<file path="src/rtl/sram_ctrl_pkg.sv">
package sram_ctrl_pkg;

  typedef enum logic [2:0] {
    ST_IDLE   = 3'd0,
    ST_RD     = 3'd1,
    ST_WTURN  = 3'd2,
    ST_WPULSE = 3'd3,
    ST_WREC   = 3'd4
  } seq_state_t;

  // nanoseconds to whole cycles, rounded up; zero stays zero
  function automatic int ns_to_cyc(input int ns, input int clk_ns);
    return (ns <= 0) ? 0 : (ns + clk_ns - 1) / clk_ns;
  endfunction

  function automatic int imax(input int a, input int b);
    return (a > b) ? a : b;
  endfunction

endpackage

</file>
<file path="src/rtl/sram_cycle_timer.sv">
module sram_cycle_timer #(
  parameter int CNT_W = 5
) (
  input  logic             clk,
  input  logic             rst,
  input  logic             load,
  input  logic [CNT_W-1:0] load_val,
  output logic             zero
);

  logic [CNT_W-1:0] cnt;

  always_ff @(posedge clk) begin
    if (rst)
      cnt <= '0;
    else if (load)
      cnt <= load_val;
    else if (cnt != '0)
      cnt <= cnt - 1'b1;
  end

  assign zero = (cnt == '0);

endmodule

</file>
<file path="src/rtl/sram_lane_merge.sv">
module sram_lane_merge #(
  parameter int LANES  = 2,
  parameter int LANE_W = 8,
  localparam int DW    = LANES * LANE_W
) (
  input  logic [LANES-1:0] be,
  input  logic [DW-1:0]    din,
  output logic [LANES-1:0] sel_n,
  output logic [DW-1:0]    dmask
);

  for (genvar g = 0; g < LANES; g++) begin : g_lane
    assign sel_n[g]                = ~be[g];
    assign dmask[g*LANE_W +: LANE_W] = be[g] ? din[g*LANE_W +: LANE_W] : '0;
  end

endmodule

</file>
<file path="src/rtl/sram_seq_ctrl.sv">
module sram_seq_ctrl #(
  parameter int ADDR_W = 16,
  parameter int LANES  = 2,
  parameter int LANE_W = 8,
  parameter int T_CLK  = 8,
  parameter int T_RC   = 150,
  parameter int T_OE   = 80,
  parameter int T_WC   = 150,
  parameter int T_WP   = 80,
  parameter int T_DW   = 40,
  parameter int T_BW   = 70,
  parameter int T_OHZ  = 40,
  localparam int DW    = LANES * LANE_W
) (
  input  logic              clk,
  input  logic              rst,
  input  logic              req_valid,
  output logic              req_ready,
  input  logic              req_we,
  input  logic [ADDR_W-1:0] req_addr,
  input  logic [DW-1:0]     req_wdata,
  input  logic [LANES-1:0]  req_be,
  output logic              done,
  output logic [DW-1:0]     rd_data,
  output logic              mem_ce_n,
  output logic              mem_oe_n,
  output logic              mem_we_n,
  output logic              mem_lb_n,
  output logic              mem_ub_n,
  output logic [ADDR_W-1:0] mem_addr,
  output logic [DW-1:0]     mem_dq_out,
  input  logic [DW-1:0]     mem_dq_in,
  output logic              mem_dq_oe
);
  import sram_ctrl_pkg::*;

  localparam int C_RC   = ns_to_cyc(T_RC, T_CLK);
  localparam int C_OE   = ns_to_cyc(T_OE, T_CLK);
  localparam int C_WC   = ns_to_cyc(T_WC, T_CLK);
  localparam int C_WP   = ns_to_cyc(T_WP, T_CLK);
  localparam int C_DW   = ns_to_cyc(T_DW, T_CLK);
  localparam int C_BW   = ns_to_cyc(T_BW, T_CLK);
  localparam int N_RD   = imax(imax(C_RC, C_OE), 1);
  localparam int N_TURN = imax(ns_to_cyc(T_OHZ, T_CLK), 1);
  localparam int N_WL   = imax(imax(imax(C_WP, C_DW), imax(C_BW, C_WC - N_TURN)), 1);
  localparam int N_MAX  = imax(imax(N_RD, N_TURN), N_WL);
  localparam int CNT_W  = $clog2(N_MAX + 1);

  seq_state_t        state;
  logic [LANES-1:0]  lanes_n;
  logic              t_zero;
  logic              t_load;
  logic [CNT_W-1:0]  t_val;
  logic [LANES-1:0]  merge_be;
  logic [LANES-1:0]  merge_sel_n;
  logic [DW-1:0]     merge_data;

  assign req_ready = (state == ST_IDLE);
  assign mem_lb_n  = lanes_n[0];
  assign mem_ub_n  = lanes_n[LANES-1];

  // idle: decode the request enables; read end: mask by the active lanes
  assign merge_be = (state == ST_IDLE) ? req_be : ~lanes_n;

  sram_lane_merge #(.LANES(LANES), .LANE_W(LANE_W)) u_merge (
    .be    (merge_be),
    .din   (mem_dq_in),
    .sel_n (merge_sel_n),
    .dmask (merge_data)
  );

  always_comb begin
    t_load = 1'b0;
    t_val  = '0;
    if (state == ST_IDLE && req_valid) begin
      t_load = 1'b1;
      t_val  = req_we ? CNT_W'(N_TURN - 1) : CNT_W'(N_RD - 1);
    end else if (state == ST_WTURN && t_zero) begin
      t_load = 1'b1;
      t_val  = CNT_W'(N_WL - 1);
    end
  end

  sram_cycle_timer #(.CNT_W(CNT_W)) u_timer (
    .clk      (clk),
    .rst      (rst),
    .load     (t_load),
    .load_val (t_val),
    .zero     (t_zero)
  );

  always_ff @(posedge clk) begin
    if (rst) begin
      state      <= ST_IDLE;
      mem_ce_n   <= 1'b1;
      mem_oe_n   <= 1'b1;
      mem_we_n   <= 1'b1;
      lanes_n    <= '1;
      mem_addr   <= '0;
      mem_dq_out <= '0;
      mem_dq_oe  <= 1'b0;
      rd_data    <= '0;
      done       <= 1'b0;
    end else begin
      done <= 1'b0;
      case (state)
        ST_IDLE: begin
          if (req_valid) begin
            mem_addr   <= req_addr;
            mem_ce_n   <= 1'b0;
            lanes_n    <= merge_sel_n;
            mem_dq_out <= req_wdata;
            if (req_we) begin
              state <= ST_WTURN;
            end else begin
              state    <= ST_RD;
              mem_oe_n <= 1'b0;
            end
          end
        end
        ST_RD: begin
          if (t_zero) begin
            rd_data  <= merge_data;
            mem_ce_n <= 1'b1;
            mem_oe_n <= 1'b1;
            lanes_n  <= '1;
            done     <= 1'b1;
            state    <= ST_IDLE;
          end
        end
        ST_WTURN: begin
          if (t_zero) begin
            mem_we_n  <= 1'b0;
            mem_dq_oe <= 1'b1;
            state     <= ST_WPULSE;
          end
        end
        ST_WPULSE: begin
          if (t_zero) begin
            mem_we_n <= 1'b1;
            state    <= ST_WREC;
          end
        end
        ST_WREC: begin
          mem_ce_n  <= 1'b1;
          lanes_n   <= '1;
          mem_dq_oe <= 1'b0;
          done      <= 1'b1;
          state     <= ST_IDLE;
        end
        default: state <= ST_IDLE;
      endcase
    end
  end

  // checker-side counter of write-enable low time
  logic [CNT_W:0] we_low_cnt;
  always_ff @(posedge clk) begin
    if (rst)
      we_low_cnt <= '0;
    else if (!mem_we_n)
      we_low_cnt <= (we_low_cnt == '1) ? we_low_cnt : we_low_cnt + 1'b1;
    else
      we_low_cnt <= '0;
  end

  p_addr_we_high_r7: assert property (@(posedge clk) disable iff (rst)
    !$stable(mem_addr) |-> (mem_we_n && $past(mem_we_n)));

  p_oe_we_excl_r6: assert property (@(posedge clk) disable iff (rst)
    !(!mem_oe_n && !mem_we_n));

  p_drive_safe_r6: assert property (@(posedge clk) disable iff (rst)
    mem_dq_oe |-> (mem_oe_n && $past(mem_oe_n)));

  p_done_pulse_r2: assert property (@(posedge clk) disable iff (rst)
    done |=> !done);

  p_busy_after_accept_r2: assert property (@(posedge clk) disable iff (rst)
    (req_valid && req_ready) |=> !req_ready);

  p_we_width_r5: assert property (@(posedge clk) disable iff (rst)
    $rose(mem_we_n) |-> (we_low_cnt >= (CNT_W+1)'(N_WL)));

  p_we_before_ce_r9: assert property (@(posedge clk) disable iff (rst)
    $rose(mem_we_n) |-> !mem_ce_n);

endmodule

</file>
<file path="config.mk">
export PLATFORM = sky130hd
export DESIGN_NAME = sram_seq_ctrl
export DESIGN_NICKNAME = d
export VERILOG_FILES = /design/src/rtl/sram_ctrl_pkg.sv /design/src/rtl/sram_cycle_timer.sv /design/src/rtl/sram_lane_merge.sv /design/src/rtl/sram_seq_ctrl.sv
export SDC_FILE = /design/constraint.sdc
export NUM_CORES = 1
export LEC_CHECK = 0
export BUFFER_PORTS_ARGS = -buffer_cell sky130_fd_sc_hd__buf_2
export CAP_MARGIN = 20
export CORE_MARGIN = 5
export CORE_UTILIZATION = 41
export CTS_BUF_LIST = sky130_fd_sc_hd__clkbuf_2
export CTS_CLUSTER_DIAMETER = 80
export DETAILED_ROUTE_END_ITERATION = 12
export MAX_ROUTING_LAYER = met4
export PLACE_DENSITY = 0.68
export RECOVER_POWER = 100
export SLEW_MARGIN = 40
export SYNTH_ARGS = -nofsm -noshare
export SYNTH_HDL_FRONTEND = slang
export SYNTH_SLANG_ARGS = --single-unit
export TNS_END_PERCENT = 5
</file>
<file path="constraint.sdc">
create_clock -name clk -period 4 [get_ports clk]
set_input_delay 0.2 -clock clk [delete_from_list [all_inputs] [get_ports clk]]
set_output_delay 0.2 -clock clk [all_outputs]
set_load 0.005 [all_outputs]
</file>
==> impl_results.md, run 1 <==
- Critical-path cell list: inv_1 > ha_1 > nor3b_1 > a31oi_1 > o211ai_1
- Worst-Skew Late Latency: 0.45 ns
- Worst Path Buf+Inv: 1
- Number of global-route vias before repair: 2300
- Hold Path Class: in -> reg
- Area growth, synth to finish: 44.6%
- Antenna Cells: 0
- Util after Layout: 60.3%
- Final Cycle Share: 62.4%
- Post-synth top area share: 51.4%
- DR iter-0 viols: 105
- Mapped Nets: 320
- Initial antenna violation count: 0
- CTS tree: built
- #FFs+latches synth: 63
- Slowest CP cell: a31oi_1
- Setup crit start: u_timer.cnt[0]$_SDFFE_PP0P_
- Post-synth EDFFs: 0
- Synth cell types: 40
- First-pass GRT wire length: 10800 um
- IO Port Bufs: 109
- Core Area: 5890 sq um
- DRC: 0
- Multi-input combinational cell area: 1040 sq um
- Clock Skew: 0.0195 ns
- FP Rows: 28
- Lkg Pwr: 1.50 nW
- Final setup fails: 0
- Fin area: 3550 sq um
- Fmax: 0.401 GHz
- Cell accounting for the most synthesized area: dfxtp_1
- FF+latch area: 1260 sq um
- Hpwl dp: 4110 um
- Die Area: 7640 sq um
- Via count: 2427
- Crit path time final: 2.49 ns
- IO Pins: 110
- CTS resizes: 0
- Clock sinks: 63
- Sequential share of the synthesized area: 51.4%
- Outcome: finished, violations left
- Largest delay share family, worst path: compound AO/OA/AOI/OAI gates
- Worst Path Arrival: 2.76 ns
- Aggregate routed wire length: 6680 um
- Top_reg_cell synth: dfxtp_1
- Drt pass-1 iters: 5
- GP Congestion: 0.741
- Hold path depth: 3
- Max Cap Viol: 1
- Finished Layout Cells: 497
- Critical path class: reg -> reg
- Critical Path End Type: register
- Clock Tree Root: clkbuf_2
- Synth Area per Inst: 9.26 sq um
- Startpoint Class: register
- Worst path required time: 4.26 ns
- Worst vdd ir: 253 uV
- Setup TNS: 0 ns
- ANT nets after route: 0
- Nets: 472
- Async S/R FF share, synth: 0%
- Fillers: 538
- Failing checks: capacitance limit, slew limit
- Worst-Margin Slew: 1.52 ns
- Via density: 4.88
- Mapped Cells: 265
- Chip Height: 87.4 um
- Clock-pin transition on the worst setup and hold timing paths: 0.16 ns
- H-tree Lvls: 3
- Hold path start: req_be[0]
- Area post-placement: 3000 sq um
- GR Overflow Total: 0
- Reg2Reg Launch Point: u_timer.cnt[0]$_SDFFE_PP0P_
- RSZ-0062 raised after global routing: false
- Maximum number of pins on one net before global-route repair: 43
- Final Hold Vio Count: 0
- Starting density of the core: 41.7%
- Ratio of cells with drive above 1 in the final layout: 23.9%
- Placed cell count: 432
- Synth Warn #: 0
- WP depth: 5
- Crit-path max cell delay: 1.20 ns
- Mapped cell area: 2450 sq um
- Hold slack: 0.0273 ns
- Post-CTS setup buffer count: 0
- Max-slew violation count: 19
- Synth area leaders: dfxtp_1, nand2_1, a21oi_1, a22o_1, buf_6
- Power Density: 497 nW/um^2
- GRT Resource Usage Total: 18.1%
- Longest Clk Path Bufs: 2
- Number of buffers created by CTS: 9
- DIE WIDTH: 87.4 um
- DR WL/cell: 13.4 um
- Slew HR: -1.90%
- Max FO, Critical Path: 18
- Worst r2r path cells: 5
[tightest hold or removal path: stages]
cell,delay (ns)
buf_2,0.08
o2bb2ai_1,0.09
o21ai_0,0.07
[layer usage]
| layer | GRT usage [%] | vias up | part of all wire, % |
|---|---|---|---|
| met5 | - | - | 0 |
| met4 | 5.86 | 0 | 1.5 |
| met3 | 4.73 | 10 | 7.4 |
| met2 | 30.8 | 89 | 49 |
| met1 | 20.7 | 1094 | 42 |
| li1 | - | 1234 | - |
[final timing paths]
check / end / slack, ns
setup / recovery: mem_ce_n$_SDFFE_PP1P_ / 1.51
hold / removal: lanes_n[0]$_SDFFE_PP1P_ / 0.03
setup reg to reg: mem_ce_n$_SDFFE_PP1P_ / 1.51
hold reg to reg: mem_dq_out[7]$_SDFFE_PP0P_ / 0.46
[what timing repair did]
action	4_1_cts	5_1_grt
hold endpoints to repair	48	1
hold buffers	48	1
setup endpoints to repair	0	0
[layout by cell type, fill, tap and decap left out, types with 2 or more instances in the layout]
cell type	instances
inv_1	6
a22o_1	16
dlygate4sd3_1	49
clkbuf_2	10
nor3_1	4
a211oi_1	4
o21ai_0	4
o2bb2ai_1	2
nor2_1	5
nand2_1	68
clkinv_2	2
o221a_2	3
nand3_1	2
xor2_1	2
a31oi_1	2
bufinv_16	2
buf_2	73
nor4_4	2
nand2b_1	2
buf_1	2
a21oi_1	39
or4b_1	2
dfxtp_1	63
clkinvlp_4	2
clkbuf_1	35
[power breakdown]
part / internal [mW] / switching, mW / leakage, nW / total, mW
Combinational: 0.243 / 0.302 / 0.912 / 0.545
Sequential: 0.713 / 0.0773 / 0.515 / 0.791
Clock: 0.207 / 0.223 / 0.0779 / 0.430
[logic make-up (layout without fill, tap and decap cells)]
| family | after synthesis | count (layout) | synth area share (%) |
|---|---|---|---|
| buf+inv | 25 | 182 | 5.71 |
| mux | 1 | 1 | 0.408 |
| flops | 63 | 63 | 51.4 |
| fa+ha+maj | 1 | 1 | 0.510 |
| simple gates | 94 | 94 | 19.4 |
| compound gates | 79 | 79 | 21.9 |
| xor+xnor | 2 | 2 | 0.714 |
[synthesized netlist by cell type, types with 2 or more instances]
master and number:
nand2_1 68, dfxtp_1 63, a21oi_1 39, a22o_1 16, buf_2 7, clkbuf_1 7, inv_1 6, buf_6 5
nor2_1 5, a211oi_1 4, nor3_1 4, o21ai_0 4, o221a_2 3, nand2b_1 2, nand3_1 2, nor3b_2 2
nor4_4 2, o2bb2ai_1 2, or4b_1 2, xor2_1 2
[state kept, by name, indices dropped and copies added (netlist names)]
name,cells
lanes_n,2
done,1
u_timer.cnt,5
rd_data,16
mem_ce_n,1
mem_we_n,1
mem_dq_out,16
mem_dq_oe,1
mem_oe_n,1
state,3
mem_addr,16
[through the flow]
step,setup slack [ns],total power [mW]
after floorplan,2.30,1.20
after global placement,1.95,1.34
after detailed placement,2.01,1.35
after CTS,1.98,1.82
after global routing,1.23,1.89
final,1.51,1.77
[final cells by class]
cell class / instances / area share (%)
clock buffer: 10 / 1.41
inverter: 6 / 0.634
clock inverter: 6 / 2.40
multi-input combinational: 177 / 29.2
timing repair buffer: 160 / 28.2
sequential: 63 / 35.5
tap: 75 / 2.64
Power figures use the tool's default switching activity.
==> inputs of run 2 (changes only) <==
clock period = 2.4 ns   (was 4 ns; I/O delays follow)
==> run 2 against run 1 <==
Effect of this change:
- count of clock-buffer cells in the layout is the same
- the run now ends clean
- non-clock buffer count up 7
- routed wire length up 5.0%
- largest cell class unchanged
- sequential share of layout area down 0.25 points
==> impl_results.md, run 2 (synthesis gave the netlist of run 1 again) <==
- Finished Layout Cells: 504
- Fin area: 3580 sq um
- Chip Height: 87.4 um
- Lkg Pwr: 1.53 nW
- Aggregate routed wire length: 7010 um
- Drt pass-1 iters: 5
- Core Area: 5890 sq um
- Clk network pwr share: 21.7%
- Die Area: 7640 sq um
- Slew HR: 45.5%
- Internal power: 1.84 mW
- Worst Path Arrival: 2.38 ns
- DR iter-0 viols: 111
- Clock-pin transition on the worst setup and hold timing paths: 0.18 ns
- Outcome: completed
- FF+latch area: 1260 sq um
- CTS tree: built
- Hold Path Class: in -> reg
- Sw frac: 35.8%
- Number of global-route vias before repair: 2370
- IO Port Bufs: 109
- Largest registers: mem_addr (16), mem_dq_out (16), rd_data (16)
- Ratio of cells with drive above 1 in the final layout: 24.7%
- Fillers: 521
- Startpoint Class: register
- Comb pwr share: 33.0%
- Nets: 479
- Commonest cells after routing, fill and taps aside: buf_2, nand2_1, dfxtp_1
- Number of buffers created by CTS: 9
- DRC: 0
- Worst r2r path cells: 6
- Critical Path End Type: register
- Max Cap Viol: 0
- Max-slew violation count: 0
- Via density: 4.96
- Hold path depth: 4
- Switch Pwr: 1.03 mW
- Placed cell count: 437
- Setup TNS: 0 ns
- Final Cycle Share: 83.8%
- Antenna Cells: 0
- Crit path time final: 2.01 ns
- Final Hold Vio Count: 0
- Clock Skew: 0.0262 ns
- Hpwl dp: 4340 um
- First-pass GRT wire length: 11100 um
- Starting density of the core: 41.7%
- Critical path class: reg -> reg
- GP Congestion: 0.838
- Initial antenna violation count: 0
- GRT Resource Usage Total: 18.8%
- Power Density: 802 nW/um^2
- Worst-Margin Slew: 0.817 ns
- Multi-input combinational cell area: 1040 sq um
- Commonest non-fill, non-tap cell in the layout: buf_2
- IO Pins: 110
- Final setup fails: 0
- Worst-Skew Late Latency: 0.46 ns
- Clock sinks: 63
- Area post-placement: 3030 sq um
- Longest Clk Path Bufs: 2
- H-tree Lvls: 3
- Worst path required time: 2.77 ns
- Worst vdd ir: 375 uV
- Max FO, Critical Path: 18
- GR Overflow Total: 0
- ANT nets after route: 0
- RSZ-0062 raised after global routing: false
- Seq pwr share: 45.3%
- FP Rows: 28
- Fmax: 0.497 GHz
- Clock Tree Root: clkbuf_2
- Maximum number of pins on one net before global-route repair: 43
- Area growth, synth to finish: 45.7%
- DIE WIDTH: 87.4 um
- DR WL/cell: 13.9 um
- Via count: 2500
==> run 2: cell count changes in the layout (fill, tap and decap cells not counted), sizes merged <==
cell         previous run  this run
clkinv                  2         4
clkinvlp                2         1
buf                    76        78
bufinv                  2         1
dlygate4sd3            49        51
clkbuf                 45        48
==> run 2: through the flow <==
step | hold slack (ns) | worst slack, ns | util (%) | total power [mW]
6_report | 0.154 | 0.389 | 60.8 | 2.87
5_1_grt | 0.124 | 0.178 | 60.8 | 3.08
4_1_cts | 0.112 | 0.525 | 62.0 | 2.99
3_5_place_dp | 0.333 | 0.573 | 51.5 | 2.29
3_3_place_gp | 0.331 | 0.633 | 51.5 | 2.27
2_1_floorplan | 0.234 | 0.698 | - | 2.00
==> run 2: cell type report <==
cell class	instances	share of cell area, %
Timing Repair Buffer	167	29.3
Inverter	6	0.630
Clock inverter	6	1.71
Sequential cell	63	35.3
Tap cell	75	2.62
Multi-Input combinational cell	177	29.1
Clock buffer	10	1.40
==> run 2: power groups by stage <==
stage | clock network (mW) | logic, mW | registers, mW
after floorplan | 0 | 0.696 | 1.30
final | 0.621 | 0.946 | 1.30
after CTS | 0.652 | 1.04 | 1.30
after global placement | 0 | 0.955 | 1.32
after detailed placement | 0 | 0.972 | 1.32
after global routing | 0.694 | 1.06 | 1.32
==> run 2: metal layers <==
layer,vias to the layer above,part of all wire (%),global-route usage (%)
met3,15,6.4,3.60
met4,0,2.3,9.21
met1,1155,42,22.8
met5,-,0,-
li1,1245,-,-
met2,85,49,29.9
==> run 2: what timing repair did <==
item	4_1_cts	5_1_grt
gates resized for setup	0	0
hold buffers	51	0
setup buffers	0	0
endpoints found under the hold margin	52	0
==> run 2: path summary, 6_finish.rpt <==
path | from | end | slack (ns)
min reg2reg | mem_addr[7]$_SDFFE_PP0P_ | mem_addr[7]$_SDFFE_PP0P_ | 0.46
max | u_timer.cnt[0]$_SDFFE_PP0P_ | rd_data[11]$_SDFFE_PP0P_ | 0.39
max reg2reg | u_timer.cnt[0]$_SDFFE_PP0P_ | rd_data[11]$_SDFFE_PP0P_ | 0.39
min | req_valid | u_timer.cnt[1]$_SDFFE_PP0P_ | 0.15
==> run 2: worst max-delay path, stage by stage, from the launching register on <==
cell,delay (ns)
dfxtp_1,0.37
inv_1,0.08
ha_1,0.23
nor3b_1,0.50
a31oi_2,0.15
clkbuf_2,0.30
a22o_1,0.30
